### src/rtl/brs_pkg.sv
package brs_pkg;

    typedef enum logic [1:0] {
        MSG_RD_PRI  = 2'd0,
        MSG_WR_PRI  = 2'd1,
        MSG_RD_REST = 2'd2,
        MSG_WR_REST = 2'd3
    } msg_kind_e;

    typedef enum logic [1:0] {
        SQ_IDLE,
        SQ_READ,
        SQ_CAPT,
        SQ_SEND
    } seq_state_e;

    // first line of the aligned 2^k block that holds req
    function automatic int unsigned blk_base(int unsigned req, int unsigned k);
        return (req >> k) << k;
    endfunction

    // line offset of the n-th message: requested line first, then the rest ascending
    function automatic int unsigned nth_off(int unsigned req, int unsigned k, int unsigned n);
        int unsigned base;
        int unsigned rel;
        base = blk_base(req, k);
        rel  = req - base;
        if (n == 0)
            return req;
        else if ((n - 1) < rel)
            return base + n - 1;
        else
            return base + n;
    endfunction

    function automatic msg_kind_e kind_of(logic wr, logic first);
        if (first)
            return wr ? MSG_WR_PRI : MSG_RD_PRI;
        else
            return wr ? MSG_WR_REST : MSG_RD_REST;
    endfunction

endpackage

### src/rtl/brs_walker.sv
module brs_walker
    import brs_pkg::*;
#(
    parameter int OFF_W = 4,
    parameter int K_W   = 3
) (
    input  logic             clk,
    input  logic             rst,
    input  logic             load,
    input  logic             step,
    input  logic [OFF_W-1:0] req_off,
    input  logic [K_W-1:0]   k,
    output logic [OFF_W-1:0] cur_off,
    output logic             is_first,
    output logic             is_last
);
    localparam int CNT_W = OFF_W + 1;

    logic [CNT_W-1:0] idx;
    logic [CNT_W-1:0] final_idx;

    always_ff @(posedge clk) begin
        if (rst)
            idx <= '0;
        else if (load)
            idx <= '0;
        else if (step)
            idx <= idx + CNT_W'(1);
    end

    assign final_idx = (CNT_W'(1) << k) - CNT_W'(1);
    assign is_first  = (idx == '0);
    assign is_last   = (idx == final_idx);
    assign cur_off   = OFF_W'(nth_off(32'(req_off), 32'(k), 32'(idx)));

endmodule

### src/rtl/brs_stage.sv
module brs_stage
    import brs_pkg::*;
#(
    parameter int PAGE_W = 4,
    parameter int OFF_W  = 4,
    parameter int K_W    = 3,
    parameter int DATA_W = 32
) (
    input  logic              clk,
    input  logic              rst,
    input  logic              capture,
    input  msg_kind_e         in_kind,
    input  logic [PAGE_W-1:0] in_page,
    input  logic [OFF_W-1:0]  in_line,
    input  logic [OFF_W-1:0]  in_base,
    input  logic [K_W-1:0]    in_log2,
    input  logic              in_last,
    input  logic [DATA_W-1:0] in_data,
    input  logic              out_ready,
    output logic              out_valid,
    output logic [1:0]        out_kind,
    output logic [PAGE_W-1:0] out_page,
    output logic [OFF_W-1:0]  out_line,
    output logic [OFF_W-1:0]  out_base,
    output logic [K_W-1:0]    out_log2,
    output logic              out_last,
    output logic [DATA_W-1:0] out_data
);
    always_ff @(posedge clk) begin
        if (rst) begin
            out_valid <= 1'b0;
            out_kind  <= '0;
            out_page  <= '0;
            out_line  <= '0;
            out_base  <= '0;
            out_log2  <= '0;
            out_last  <= 1'b0;
            out_data  <= '0;
        end else if (capture) begin
            out_valid <= 1'b1;
            out_kind  <= in_kind;
            out_page  <= in_page;
            out_line  <= in_line;
            out_base  <= in_base;
            out_log2  <= in_log2;
            out_last  <= in_last;
            out_data  <= in_data;
        end else if (out_valid && out_ready) begin
            out_valid <= 1'b0;
        end
    end

endmodule

### src/rtl/bulk_reply_seq.sv
module bulk_reply_seq
    import brs_pkg::*;
#(
    parameter int PAGE_W         = 4,
    parameter int LINES_PER_PAGE = 16,
    parameter int DATA_W         = 32,
    localparam int OFF_W         = $clog2(LINES_PER_PAGE),
    localparam int K_W           = $clog2(OFF_W + 1),
    localparam int ADDR_W        = PAGE_W + OFF_W
) (
    input  logic              clk,
    input  logic              rst,
    input  logic              grant_valid,
    output logic              grant_ready,
    input  logic [PAGE_W-1:0] grant_page,
    input  logic [OFF_W-1:0]  grant_line,
    input  logic [K_W-1:0]    grant_log2,
    input  logic              grant_write,
    output logic              mem_rd_en,
    output logic [ADDR_W-1:0] mem_rd_addr,
    input  logic [DATA_W-1:0] mem_rd_data,
    output logic              msg_valid,
    input  logic              msg_ready,
    output logic [1:0]        msg_type,
    output logic [PAGE_W-1:0] msg_page,
    output logic [OFF_W-1:0]  msg_line,
    output logic [OFF_W-1:0]  msg_base,
    output logic [K_W-1:0]    msg_log2,
    output logic              msg_last,
    output logic [DATA_W-1:0] msg_data
);
    seq_state_e        state, state_nx;
    logic [PAGE_W-1:0] g_page;
    logic [OFF_W-1:0]  g_req;
    logic [K_W-1:0]    g_k;
    logic              g_wr;
    logic [K_W-1:0]    k_in;
    logic              take;
    logic              step;
    logic              capture;
    logic [OFF_W-1:0]  cur_off;
    logic              is_first;
    logic              is_last;
    logic [OFF_W-1:0]  base_off;

    assign k_in = (grant_log2 > K_W'(OFF_W)) ? K_W'(OFF_W) : grant_log2;

    assign grant_ready = (state == SQ_IDLE);
    assign take        = grant_valid && grant_ready;
    assign mem_rd_en   = (state == SQ_READ);
    assign mem_rd_addr = {g_page, cur_off};
    assign capture     = (state == SQ_CAPT);
    assign step        = (state == SQ_SEND) && msg_valid && msg_ready && !is_last;
    assign base_off    = OFF_W'(blk_base(32'(g_req), 32'(g_k)));

    always_comb begin
        state_nx = state;
        case (state)
            SQ_IDLE: if (grant_valid) state_nx = SQ_READ;
            SQ_READ: state_nx = SQ_CAPT;
            SQ_CAPT: state_nx = SQ_SEND;
            SQ_SEND: if (msg_valid && msg_ready) state_nx = is_last ? SQ_IDLE : SQ_READ;
            default: state_nx = SQ_IDLE;
        endcase
    end

    always_ff @(posedge clk) begin
        if (rst) begin
            state  <= SQ_IDLE;
            g_page <= '0;
            g_req  <= '0;
            g_k    <= '0;
            g_wr   <= 1'b0;
        end else begin
            state <= state_nx;
            if (take) begin
                g_page <= grant_page;
                g_req  <= grant_line;
                g_k    <= k_in;
                g_wr   <= grant_write;
            end
        end
    end

    brs_walker #(
        .OFF_W (OFF_W),
        .K_W   (K_W)
    ) i_walker (
        .clk      (clk),
        .rst      (rst),
        .load     (take),
        .step     (step),
        .req_off  (g_req),
        .k        (g_k),
        .cur_off  (cur_off),
        .is_first (is_first),
        .is_last  (is_last)
    );

    brs_stage #(
        .PAGE_W (PAGE_W),
        .OFF_W  (OFF_W),
        .K_W    (K_W),
        .DATA_W (DATA_W)
    ) i_stage (
        .clk       (clk),
        .rst       (rst),
        .capture   (capture),
        .in_kind   (kind_of(g_wr, is_first)),
        .in_page   (g_page),
        .in_line   (cur_off),
        .in_base   (base_off),
        .in_log2   (g_k),
        .in_last   (is_last),
        .in_data   (mem_rd_data),
        .out_ready (msg_ready),
        .out_valid (msg_valid),
        .out_kind  (msg_type),
        .out_page  (msg_page),
        .out_line  (msg_line),
        .out_base  (msg_base),
        .out_log2  (msg_log2),
        .out_last  (msg_last),
        .out_data  (msg_data)
    );

endmodule

### config.mk
export PLATFORM = sky130hd
export DESIGN_NAME = bulk_reply_seq
export DESIGN_NICKNAME = d
export VERILOG_FILES = /design/src/rtl/brs_pkg.sv /design/src/rtl/brs_walker.sv /design/src/rtl/brs_stage.sv /design/src/rtl/bulk_reply_seq.sv
export SDC_FILE = /design/constraint.sdc
export NUM_CORES = 1
export LEC_CHECK = 0
export ABC_AREA = 1
export BUFFER_PORTS_ARGS = -buffer_cell sky130_fd_sc_hd__buf_2
export CORE_MARGIN = 1
export CORE_UTILIZATION = 50
export DETAILED_ROUTE_END_ITERATION = 8
export PLACE_DENSITY = 0.77
export SLEW_MARGIN = 40
export SYNTH_ARGS = -nofsm -noshare
export SYNTH_HDL_FRONTEND = slang
export SYNTH_SLANG_ARGS = --single-unit
### constraint.sdc
create_clock -name clk -period 5 [get_ports clk]
set_clock_uncertainty 0.1 [all_clocks]
set_input_delay 0.25 -clock clk [delete_from_list [all_inputs] [get_ports clk]]
set_output_delay 0.25 -clock clk [all_outputs]
set_load 0.01 [all_outputs]
==> results of run 1 <==
how the worst max path moves through the flow:
stage	start	to	slack, ps
after floorplan	g_k[1]	mem_rd_addr[3]	1180
final	g_k[1]	mem_rd_addr[0]	410
after CTS	g_k[1]	mem_rd_addr[0]	280
after detailed placement	g_k[1]	mem_rd_addr[0]	730
after global placement	g_k[1]	mem_rd_addr[0]	860
after global routing	g_k[1]	mem_rd_addr[3]	40
through the flow:
step | worst slack (ps) | hold WS [ps] | instance area, um2
final | 412 | 19.5 | 4660
after global routing | 43.0 | 20.2 | 4660
after CTS | 277 | 7.38 | 4650
after detailed placement | 730 | 366 | 4420
after global placement | 864 | 358 | 4420
after floorplan | 1180 | 219 | 3820
repair_timing:
action,CTS,global route
hold endpoints to repair,0,0
gates resized for setup,0,2
endpoints found under the setup margin,0,4
area by class of cell:
type | instances | area [um2]
clock inverters | 7 | 103
flip-flops and latches | 70 | 1400
well taps | 99 | 124
fillers | 617 | 2670
multi-input cells | 388 | 2140
clock buffers | 9 | 124
repair buffers | 111 | 563
inverters | 54 | 205
power by group through the flow:
stage          combinational (mW)  clock, mW  sequential [mW]
5_1_grt                      1.82      0.549            0.871
3_3_place_gp                 1.51          0            0.849
6_report                     1.59      0.518            0.847
2_1_floorplan                1.05          0            0.922
4_1_cts                      1.58      0.526            0.845
3_5_place_dp                 1.57          0            0.853
registers in the layout, summed over array words and instances, names as in the netlist:
name	flops
i_stage.out_data	32
i_walker.idx	5
g_page	4
g_req	4
i_stage.out_base	4
i_stage.out_line	4
i_stage.out_page	4
g_k	3
i_stage.out_log2	3
i_stage.out_kind	2
state	2
g_wr	1
i_stage.out_last	1
i_stage.out_valid	1
worst min-delay path: cells and delay by family:
| kind | cells | cell delay [ps] |
|---|---|---|
| AND/OR/NAND/NOR | 2 | 110 |
| buffers and inverters | 1 | 70 |
synth_stat cells, drive strengths merged:
master / count / area, um2
o211ai: 4 / 30.0
o21a: 2 / 15.0
nor2: 108 / 423
and2: 1 / 6.26
a211oi: 1 / 7.51
nand3b: 2 / 15.0
o2111ai: 1 / 8.76
xnor2: 5 / 43.8
buf: 3 / 21.3
conb: 1 / 3.75
fa: 2 / 40.0
nor4: 1 / 6.26
o21ai: 76 / 384
a21oi: 35 / 179
inv: 54 / 205
clkbuf: 18 / 67.6
nor3: 4 / 20.0
o22ai: 1 / 6.26
nand3: 24 / 130
dfxtp: 70 / 1400
xor2: 4 / 35.0
nand2: 77 / 304
ha: 35 / 438
or2: 1 / 6.26
nand4: 3 / 18.8
layer usage:
metal | up-vias | routed length (um)
li1 | 1942 | -
met1 | 1679 | 4090
met2 | 109 | 4420
met3 | 14 | 577
met4 | 0 | 145
met5 | - | 0
cells by family after synthesis:
family,synth area share [%]
AND/OR/NAND/NOR,24.4
AO/OA/AOI/OAI,16.5
buffers and inverters,7.70
flip-flops,36.7
adder cells (fa/ha/maj),12.5
XOR/XNOR,2.07
other,0.0983
==> results_tabular.tex, run 1 <==
\begin{tabular}{lr}
\hline
Metric & Value \\
\hline
\multicolumn{2}{l}{\textbf{Outcome}} \\
Run status & finished, final reports clean \\
\multicolumn{2}{l}{\textbf{Finish}} \\
Most common library cell in the layout ignoring fill and taps & buf\_2 \\
Number of antenna diodes & 0 \\
Finished Layout Cells & approximately 740 \\
Fraction of layout instances using a drive strength above 1 & approximately a quarter \\
Layout overhead on the synthesized area & 22.0\% \\
Most frequent cells in the layout & buf\_2 (108), nor2\_1 (104), nand2\_1 (71) \\
Util after Layout & 63.5\% \\
Post-layout nets & approximately 700 \\
\multicolumn{2}{l}{\textbf{Setup path}} \\
Count of cell instances traversed by the critical path & 24 \\
Slack of the worst reg-to-reg path & 930 ps \\
Critical Path AT & 4240 ps \\
Cell chain of the critical path & nor2\_4 > inv\_2 > a21oi\_1 > o21ai\_0 > nand3\_1 > o21ai\_1 > nor2\_1 > inv\_2 > fa\_1 > a21oi\_4 > o21ai\_0 > ha\_1 > inv\_1 > ha\_1 > nand2\_1 > nor4\_1 > nand2\_1 > nand2\_1 > nand2\_2 > nand2\_2 > nand2\_1 > nand3\_1 > nand2\_1 > buf\_2 \\
Critical R2R Capture & i\_stage.out\_line[0] \\
Library cell appearing most often on the critical path & nand2\_1 \\
Top Family by Delay on Critical Path & simple AND/OR/NAND/NOR gates \\
Crit-path max cell delay & 480 ps \\
Combined buffer and inverter count along the critical path & 4 \\
Crit Reg-Reg Startpoint & g\_k[1] \\
Worst reg2reg path depth & 25 \\
Largest fanout on the critical path & 8 \\
Element type at the critical path end & output pin \\
Required time at the endpoint of the critical path & $\sim$4700 ps \\
Crit Path Class & flip-flop to output pin \\
CP Launch Type & flip-flop \\
CP max-delay cell & fa\_1 \\
\multicolumn{2}{l}{\textbf{Hold path}} \\
Hold path depth & 3 \\
Hold Path Class & input port to flip-flop \\
End point of the worst hold path & i\_stage.out\_data[25] \\
Min-Delay Startpoint & mem\_rd\_data[25] \\
\multicolumn{2}{l}{\textbf{Detailed routing}} \\
Number of DRC markers in iteration 0 & $\sim$220 \\
Routed vias/inst & between 5 and 6 \\
Post-DRT Antenna Nets & 0 \\
Final wirelength & 9230 um \\
Detailed-routing iteration count for the pre-antenna-repair pass & 4 \\
Vias post-DR & between 3000 and 4000 \\
Drt wl/cell & between 10 and 15 um \\
DRC & 0 \\
\multicolumn{2}{l}{\textbf{Die}} \\
Initial Util & roughly 52\% \\
Die Wd & 89.4 um \\
Number of rows in the core area & 31 \\
Full die area & $\sim$0.008 mm2 \\
Die span in y & 89.4 um \\
Count of pins on the block boundary & 109 \\
Core outline area & approximately 0.0073 mm2 \\
\multicolumn{2}{l}{\textbf{Synth}} \\
Share of synthesized area occupied by flip-flops and latches & between 30\% and 40\% \\
Count of mapped cells out of synthesis & 533 \\
Unique cell type count in the Yosys netlist & 35 \\
Summed instance area of the synthesized netlist & 0.00382 mm2 \\
Count of state elements after synthesis & 70 \\
Post-synthesis net count & between 600 and 700 \\
Syn\_area\_per\_cell & a little over 7 um2 \\
YS warnings & 0 \\
\multicolumn{2}{l}{\textbf{Clock network}} \\
Number of H-tree branching levels & 3 \\
CTS Sinks & 70 \\
Later-pin clock latency in the skew report & 340 ps \\
CTS Hold Bufs & 0 \\
Clock transition at path regs & $\sim$80 ps \\
Root buffer selected by CTS & clkbuf\_8 \\
Post-CTS repair timing setup buffer count & 0 \\
Bufs on Longest Clock Path & 2 \\
TritonCTS clock tree & done \\
Number of buffers added by the clock tree synthesis step & 9 \\
\multicolumn{2}{l}{\textbf{Power and ir drop}} \\
Worst VDD drop & between 300 and 400 uV \\
Cell-internal power & roughly 1.7 mW \\
Combinational fraction of design power & approximately 54\% \\
Psw & roughly 1.3 mW \\
Proportion of power drawn by the clock network & 17.5\% \\
Sum of internal, switching and leakage power & about 3.0 mW \\
Flop pwr share & about 29\% \\
Pwr/cell area & 635 mW/mm2 \\
Static leakage & around 2.4 nW \\
Share of total power consumed by net switching & around 44\% \\
\multicolumn{2}{l}{\textbf{Place}} \\
PortBufs & 108 \\
Post-placement cell count & between 700 and 800 \\
Sum of net half-perimeters after detailed placement & just under 7000 um \\
Routability Congestion & approximately 0.90 \\
\multicolumn{2}{l}{\textbf{Timing}} \\
Final setup viols & 0 \\
Final hold violation count & 0 \\
Final Max Tran Viols & 0 \\
Final critical-path required period & 4590 ps \\
Period Utilization, post-route & between 90\% and 100\% \\
Worst slew margin relative to its limit & between 50 and 60\% \\
Max frequency & between 200 and 250 MHz \\
Final-layout setup total negative slack & 0 ps \\
RSZ-0062 raised after global routing & false \\
Slew at the pin closest to its max-slew limit & between 600 and 700 ps \\
\multicolumn{2}{l}{\textbf{GRT}} \\
Global-route met2 utilization & between 30\% and 40\% \\
Largest net degree at the start of global routing & 64 \\
Met1 Track Usage GR & a little under a third \\
Via count of the first global-routing pass & approximately 3400 \\
Remaining global-route overflow & 0 \\
Global-route layer with the greatest usage & met2 \\
Number of antenna violations at the first check in global routing & 0 \\
First-pass GRT wire length & roughly 15000 um \\
Total track usage & between 20\% and 30\% \\
Met3 usage in global routing & between 6 and 7\% \\
\multicolumn{2}{l}{\textbf{Job}} \\
Maximum capacitance violations & 0 \\
\hline
\end{tabular}
(Power assumes the default switching activity.)
==> run 2: changes to the inputs <==
--- a/config.mk
+++ b/config.mk
@@ -7,10 +7,13 @@
 export LEC_CHECK = 0
 export ABC_AREA = 1
 export BUFFER_PORTS_ARGS = -buffer_cell sky130_fd_sc_hd__buf_2
+export CELL_PAD_IN_SITES_DETAIL_PLACEMENT = 1
+export CELL_PAD_IN_SITES_GLOBAL_PLACEMENT = 2
 export CORE_MARGIN = 1
-export CORE_UTILIZATION = 50
+export CORE_UTILIZATION = 28
 export DETAILED_ROUTE_END_ITERATION = 8
-export PLACE_DENSITY = 0.77
+export PLACE_DENSITY_LB_ADDON = 0.1
+export SKIP_CTS_REPAIR_TIMING = 1
 export SLEW_MARGIN = 40
 export SYNTH_ARGS = -nofsm -noshare
 export SYNTH_HDL_FRONTEND = slang
==> constraint.sdc (replaced) <==
create_clock -name clk -period 4.8 [get_ports clk]
set_clock_uncertainty 0.1 [all_clocks]
set_input_delay 0.24 -clock clk [delete_from_list [all_inputs] [get_ports clk]]
set_output_delay 0.24 -clock clk [all_outputs]
set_load 0.01 [all_outputs]
==> run 2 against run 1 <==
  * Setup slack lost 5.1 ps
  * Count of clock-buffer cells in the layout grew 4
  * Combinational power up 13%
  * Non-clock buffer count grew 5
  * Design area rose by 5.2%
  * Via count is 2.6% higher
  * Core utilization shrank 27 points
  * Sequential share of layout area fell by 1.4 points
  * Sequential power grew 5.1%
  * First-iteration DRC count is 55% lower
  * Die area grew 77%
  * Global-route usage shrank 6.8 points
==> results_tabular.tex, run 2 (synthesized netlist as in run 1, its figures left out) <==
\begin{tabular}{lr}
\hline
Metric & Value \\
\hline
\multicolumn{2}{l}{\textbf{Outcome}} \\
Run status & finished, final reports clean \\
\multicolumn{2}{l}{\textbf{Finish}} \\
Finished Layout Cells & 820 (+11\%) \\
Most common library cell in the layout ignoring fill and taps & buf\_2 \\
Most frequent cells in the layout & buf\_2 (108), nor2\_1 (104), nand2\_1 (70) \\
Number of flip-flops under the largest register name & 32 (unchanged) \\
Multi-input gate area in the final layout & 0.00217 mm2 (+1.7\%) \\
Post-layout nets & 724 (+0.70\%) \\
Number of antenna diodes & 0 (unchanged) \\
Biggest register & i\_stage.out\_data \\
Combined flip-flop and latch cell area & 0.00140 mm2 (+0.18\%) \\
Fraction of layout instances using a drive strength above 1 & 25.3\% (+1.4 points) \\
Number of filler cells placed in the layout & 1711 (+180\%) \\
Largest registers & i\_stage.out\_data: 32 flops, i\_walker.idx: 5 flops \\
Layout overhead on the synthesized area & 28.3\% \\
\multicolumn{2}{l}{\textbf{Die}} \\
Full die area & 0.0141 mm2 (+77\%) \\
Count of pins on the block boundary & 109 (unchanged) \\
Initial Util & 28.8\% (-23 points) \\
Number of rows in the core area & 42 (+35\%) \\
Core outline area & 0.0132 mm2 (+81\%) \\
Die Wd & 119 um (+33\%) \\
Die span in y & 119 um (+33\%) \\
\multicolumn{2}{l}{\textbf{Timing}} \\
Final hold violation count & 0 (unchanged) \\
Final setup viols & 0 (unchanged) \\
Max frequency & 228 MHz \\
Period Utilization, post-route & between 90\% and 100\% \\
Worst slew margin relative to its limit & 55.5\% (+0.51 points) \\
Final critical-path required period & 4390 ps \\
Final-layout setup total negative slack & 0 ps (unchanged) \\
Final Max Tran Viols & 0 (unchanged) \\
Slew at the pin closest to its max-slew limit & 667 ps (-6.93 ps) \\
\multicolumn{2}{l}{\textbf{Clock network}} \\
Clock transition at path regs & 60 ps (-20 ps) \\
Number of buffers added by the clock tree synthesis step & 9 (unchanged) \\
Root buffer selected by CTS & clkbuf\_16 \\
Number of H-tree branching levels & 3 (unchanged) \\
Later-pin clock latency in the skew report & 340 ps (about the same) \\
Bufs on Longest Clock Path & 2 (unchanged) \\
CTS Sinks & 70 (unchanged) \\
TritonCTS clock tree & done \\
\multicolumn{2}{l}{\textbf{Place}} \\
Routability Congestion & 0.781 (-13\%) \\
Post-placement cell count & 799 (+11\%) \\
PortBufs & 108 (unchanged) \\
Sum of net half-perimeters after detailed placement & 8500 um (+25\%) \\
\multicolumn{2}{l}{\textbf{Setup path}} \\
Largest fanout on the critical path & 5 (-3) \\
Critical Path AT & 4050 ps (-190 ps) \\
Library cell appearing most often on the critical path & nand2\_1 \\
Element type at the critical path end & output pin \\
Slack of the worst reg-to-reg path & 950 ps (+20 ps) \\
Critical R2R Capture & i\_stage.out\_line[1] \\
Crit Reg-Reg Startpoint & g\_k[2] \\
Crit Path Class & flip-flop to output pin \\
CP Launch Type & flip-flop \\
CP max-delay cell & fa\_2 \\
Crit-path max cell delay & 400 ps (-80 ps) \\
Worst setup path startpoint & g\_k[2] \\
End of the critical path & mem\_rd\_addr[3] \\
Required time at the endpoint of the critical path & 4460 ps (-190 ps) \\
Worst reg2reg path depth & 25 (unchanged) \\
\multicolumn{2}{l}{\textbf{Power and ir drop}} \\
Worst VDD drop & 206 uV (-38\%) \\
Share of total power consumed by net switching & 43.6\% (-0.39 points) \\
Combinational fraction of design power & 53.3\% (-0.5 points) \\
Psw & 1.46 mW (+12\%) \\
Static leakage & 2.47 nW (+2.4\%) \\
Flop pwr share & 26.6\% (-2.1 points) \\
Proportion of power drawn by the clock network & 20.2\% (+2.7 points) \\
Pwr/cell area & 685 mW/mm2 (+7.9\%) \\
Cell-internal power & 1.89 mW (+14\%) \\
\multicolumn{2}{l}{\textbf{GRT}} \\
Remaining global-route overflow & 0 (unchanged) \\
Via count of the first global-routing pass & 3942 (+16\%) \\
Total track usage & 17.4\% (-6.8 points) \\
Largest net degree at the start of global routing & 64 (unchanged) \\
Number of antenna violations at the first check in global routing & 0 (unchanged) \\
First-pass GRT wire length & 19200 um (+28\%) \\
\multicolumn{2}{l}{\textbf{Detailed routing}} \\
Post-DRT Antenna Nets & 0 (unchanged) \\
DRC & 0 (unchanged) \\
Drt wl/cell & 14.4 um (+15\%) \\
Final wirelength & 11800 um (+28\%) \\
Routed vias/inst & 4.69 (-7.6\%) \\
Detailed-routing iteration count for the pre-antenna-repair pass & 6 (+2) \\
Vias post-DR & 3842 (+2.6\%) \\
Number of DRC markers in iteration 0 & 98 (-55\%) \\
\multicolumn{2}{l}{\textbf{Hold path}} \\
Hold Path Class & input port to flip-flop \\
Min-Delay Startpoint & mem\_rd\_data[15] \\
\multicolumn{2}{l}{\textbf{Job}} \\
Maximum capacitance violations & 0 (unchanged) \\
\hline
\end{tabular}
==> run 2: per-stage QoR <==
stage | hold slack, ps | utilization, % | setup WS (ps) | area [um2] | total power, mW
after floorplan | 209 | - | 986 | 3820 | 2.06
after global placement | 360 | 34.1 | 552 | 4510 | 2.57
after detailed placement | 369 | 34.2 | 349 | 4520 | 2.63
after CTS | 17.4 | 36.4 | -20.8 | 4820 | 3.32
after global routing | 27.9 | 37.0 | -2.44 | 4900 | 3.69
final | 24.9 | 37.0 | 406 | 4900 | 3.35
==> run 2: worst min path at each step <==
stage | end | slack [ps] | cells past startpoint
finish | i_stage.out_data[15] | 20 | 3
global route | i_stage.out_data[1] | 30 | 3
CTS | i_stage.out_data[20] | 20 | 3
detailed placement | i_stage.out_valid | 370 | 2
global placement | i_stage.out_kind[1] | 360 | 2
floorplan | i_stage.out_valid | 210 | 1
==> run 2: final cells by class <==
| class | count | share of cell area (%) |
|---|---|---|
| clock buffers | 13 | 5.11 |
| well taps | 176 | 4.50 |
| inverters | 54 | 4.19 |
| multi-input cells | 388 | 44.4 |
| repair buffers | 116 | 12.3 |
| flip-flops and latches | 70 | 28.7 |
| clock inverters | 3 | 0.894 |
==> run 2: layer usage <==
| layer | part of all wire, % | global-route usage, % | up-vias | wire length (um) |
|---|---|---|---|---|
| met1 | 47 | 21.1 | 1812 | 5520 |
| li1 | - | - | 1944 | - |
| met2 | 47 | 29.0 | 70 | 5520 |
| met4 | 2.0 | 7.59 | 0 | 240 |
| met3 | 4.3 | 4.10 | 16 | 510 |
| met5 | 0 | 0 | - | 0 |
==> run 2: power groups by stage <==
| stage | sequential [mW] | combinational [mW] | clock (mW) |
|---|---|---|---|
| after floorplan | 0.960 | 1.10 | 0 |
| after global placement | 0.887 | 1.68 | 0 |
| after detailed placement | 0.898 | 1.73 | 0 |
| after CTS | 0.890 | 1.74 | 0.695 |
| after global routing | 0.918 | 2.05 | 0.722 |
| final | 0.890 | 1.79 | 0.676 |
==> run 2: critical path, delay by kind of cell, from the launching register on <==
kind	cells	cell delay (ps)
and+or+nand+nor	12	1400
adders and majority gates	3	960
AOI/OAI and AO/OA	5	600
DFF	1	370
buffers and inverters	5	370
==> run 3: changes to the inputs <==
--- a/config.mk
+++ b/config.mk
@@ -9,7 +9,7 @@
 export BUFFER_PORTS_ARGS = -buffer_cell sky130_fd_sc_hd__buf_2
 export CELL_PAD_IN_SITES_DETAIL_PLACEMENT = 1
 export CELL_PAD_IN_SITES_GLOBAL_PLACEMENT = 2
-export CORE_MARGIN = 1
+export CORE_MARGIN = 5
 export CORE_UTILIZATION = 28
 export DETAILED_ROUTE_END_ITERATION = 8
 export PLACE_DENSITY_LB_ADDON = 0.1
==> run 3 against run 2 <==
  * First-iteration DRC count is 38% higher
  * Count of clock-buffer cells in the layout is 2 lower
  * Clock power is 4.9% lower
  * Critical endpoint unchanged
==> results_tabular.tex, run 3 (synthesized netlist as in run 1, its figures left out) <==
\begin{tabular}{lr}
\hline
Metric & Value \\
\hline
\multicolumn{2}{l}{\textbf{Clock network}} \\
Number of buffers added by the clock tree synthesis step & 9 (unchanged) \\
CTS Sinks & 70 (unchanged) \\
Root buffer selected by CTS & clkbuf\_16 \\
Clock transition at path regs & 50 ps (about the same) \\
Later-pin clock latency in the skew report & 340 ps (about the same) \\
Bufs on Longest Clock Path & 2 (unchanged) \\
TritonCTS clock tree & done \\
Number of H-tree branching levels & 3 (unchanged) \\
\multicolumn{2}{l}{\textbf{Finish}} \\
Number of antenna diodes & 0 (unchanged) \\
Fraction of layout instances using a drive strength above 1 & 24.5\% (-0.82 points) \\
Biggest register & i\_stage.out\_data \\
Post-layout nets & 724 (unchanged) \\
Most common library cell in the layout ignoring fill and taps & buf\_2 \\
Most frequent cells in the layout & buf\_2 (108), nor2\_1 (104), nand2\_1 (71) \\
Number of flip-flops under the largest register name & 32 (unchanged) \\
Largest registers & i\_stage.out\_data: 32 flops, i\_walker.idx: 5 flops \\
Layout overhead on the synthesized area & 27.0\% \\
Util after Layout & 36.5\% (-0.51 points) \\
\multicolumn{2}{l}{\textbf{Timing}} \\
Worst slew margin relative to its limit & 58.4\% (+2.8 points) \\
Final-layout setup total negative slack & 0 ps (unchanged) \\
Max frequency & 227 MHz (-0.32\%) \\
Final hold violation count & 0 (unchanged) \\
Slew at the pin closest to its max-slew limit & 624 ps (-42.7 ps) \\
Final setup viols & 0 (unchanged) \\
Period Utilization, post-route & 91.8\% (+0.29 points) \\
Final critical-path required period & 4410 ps (+13.9 ps) \\
Final Max Tran Viols & 0 (unchanged) \\
RSZ-0062 raised after global routing & false \\
\multicolumn{2}{l}{\textbf{Die}} \\
Number of rows in the core area & 42 (unchanged) \\
Core outline area & 0.0133 mm2 (+0.40\%) \\
Full die area & 0.0161 mm2 (+14\%) \\
Initial Util & 28.7\% (-0.11 points) \\
Count of pins on the block boundary & 109 (unchanged) \\
Die span in y & 127 um (+6.7\%) \\
Die Wd & 127 um (+6.7\%) \\
\multicolumn{2}{l}{\textbf{Setup path}} \\
Combined buffer and inverter count along the critical path & 5 (unchanged) \\
Critical R2R Capture & i\_stage.out\_line[1] \\
Largest fanout on the critical path & 6 (+1) \\
CP max-delay cell & fa\_1 \\
Worst reg2reg path depth & 25 (unchanged) \\
Crit-path max cell delay & 480 ps (+80 ps) \\
Crit Reg-Reg Startpoint & g\_k[2] \\
Critical Path AT & 4070 ps (+20 ps) \\
Count of cell instances traversed by the critical path & 25 (unchanged) \\
Top Family by Delay on Critical Path & simple AND/OR/NAND/NOR gates \\
Element type at the critical path end & output pin \\
End of the critical path & mem\_rd\_addr[3] \\
Crit Path Class & flip-flop to output pin \\
Worst setup path startpoint & g\_k[2] \\
CP Launch Type & flip-flop \\
Library cell appearing most often on the critical path & nand2\_1 \\
Slack of the worst reg-to-reg path & 910 ps (-40 ps) \\
Required time at the endpoint of the critical path & 4460 ps (about the same) \\
\multicolumn{2}{l}{\textbf{GRT}} \\
Via count of the first global-routing pass & 4100 (+4.0\%) \\
Largest net degree at the start of global routing & 64 (unchanged) \\
Total track usage & 15.2\% (-2.2 points) \\
First-pass GRT wire length & 19700 um (+2.8\%) \\
Number of antenna violations at the first check in global routing & 1 (+1) \\
Remaining global-route overflow & 0 (unchanged) \\
\multicolumn{2}{l}{\textbf{Detailed routing}} \\
Detailed-routing iteration count for the pre-antenna-repair pass & 4 (-2) \\
Number of DRC markers in iteration 0 & 135 (+38\%) \\
Final wirelength & 11900 um (+0.92\%) \\
DRC & 0 (unchanged) \\
Vias post-DR & 3812 (-0.78\%) \\
Routed vias/inst & 4.67 (-0.42\%) \\
Drt wl/cell & 14.6 um (+1.3\%) \\
Post-DRT Antenna Nets & 0 (unchanged) \\
\multicolumn{2}{l}{\textbf{Power and ir drop}} \\
Static leakage & 2.46 nW (-0.38\%) \\
Worst VDD drop & 211 uV (+2.3\%) \\
Pwr/cell area & 676 mW/mm2 (-1.2\%) \\
\multicolumn{2}{l}{\textbf{Place}} \\
Sum of net half-perimeters after detailed placement & 8920 um (+4.9\%) \\
Routability Congestion & 0.823 (+5.4\%) \\
PortBufs & 108 (unchanged) \\
\multicolumn{2}{l}{\textbf{Outcome}} \\
Run status & finished, final reports clean \\
\multicolumn{2}{l}{\textbf{Job}} \\
Maximum capacitance violations & 0 (unchanged) \\
\multicolumn{2}{l}{\textbf{Hold path}} \\
Min-Delay Startpoint & mem\_rd\_data[26] \\
Hold Path Class & input port to flip-flop \\
\hline
\end{tabular}
run 3: cell types whose count changed in the layout (fill, tap and decap cells not counted), sizes merged:
cell    before  now
clkbuf      13   11
clkinv       2    1
run 3: where the power goes:
part           total [mW]  leakage, nW  switching, mW  internal, mW
registers           0.885        0.575          0.111         0.775
clock network       0.643        0.137          0.237         0.406
logic                1.75         1.75           1.06         0.685
run 3: worst min path at each step:
stage | endpoint | cells past startpoint
floorplan | i_stage.out_valid | 1
global placement | i_stage.out_base[2] | 2
detailed placement | i_stage.out_data[26] | 3
CTS | i_stage.out_data[26] | 3
global route | i_stage.out_data[15] | 3
finish | i_stage.out_data[26] | 3
run 3: stage by stage:
stage	worst slack, ps	std cells	instance area [um2]	hold slack [ps]	power (mW)
floorplan	986	533	3820	209	2.06
global placement	606	800	4520	361	2.57
detailed placement	406	800	4520	371	2.62
CTS	14.1	813	4800	13.9	3.29
global route	26.9	817	4850	23.2	3.63
finish	393	817	4850	22.4	3.28
run 3: metal layers:
| metal | GRT usage [%] | up-vias | share of wire [%] |
|---|---|---|---|
| met2 | 24.8 | 65 | 47 |
| met5 | 0 | - | 0.11 |
| li1 | - | 1944 | - |
| met4 | 5.11 | 2 | 1.4 |
| met1 | 18.4 | 1781 | 45 |
| met3 | 5.76 | 20 | 6.8 |
run 3: worst min-delay path: stages:
cell	delay (ps)
buf_2	70
nor2_1	30
nor2_1	80
run 3: cell type report:
type                    count  area, um2
clock buffers              11        243
flip-flops and latches     70       1400
well taps                 176        220
repair buffers            116        601
multi-input cells         388       2140
fillers                  1719       8450
clock inverters             2       35.0
inverters                  54        205
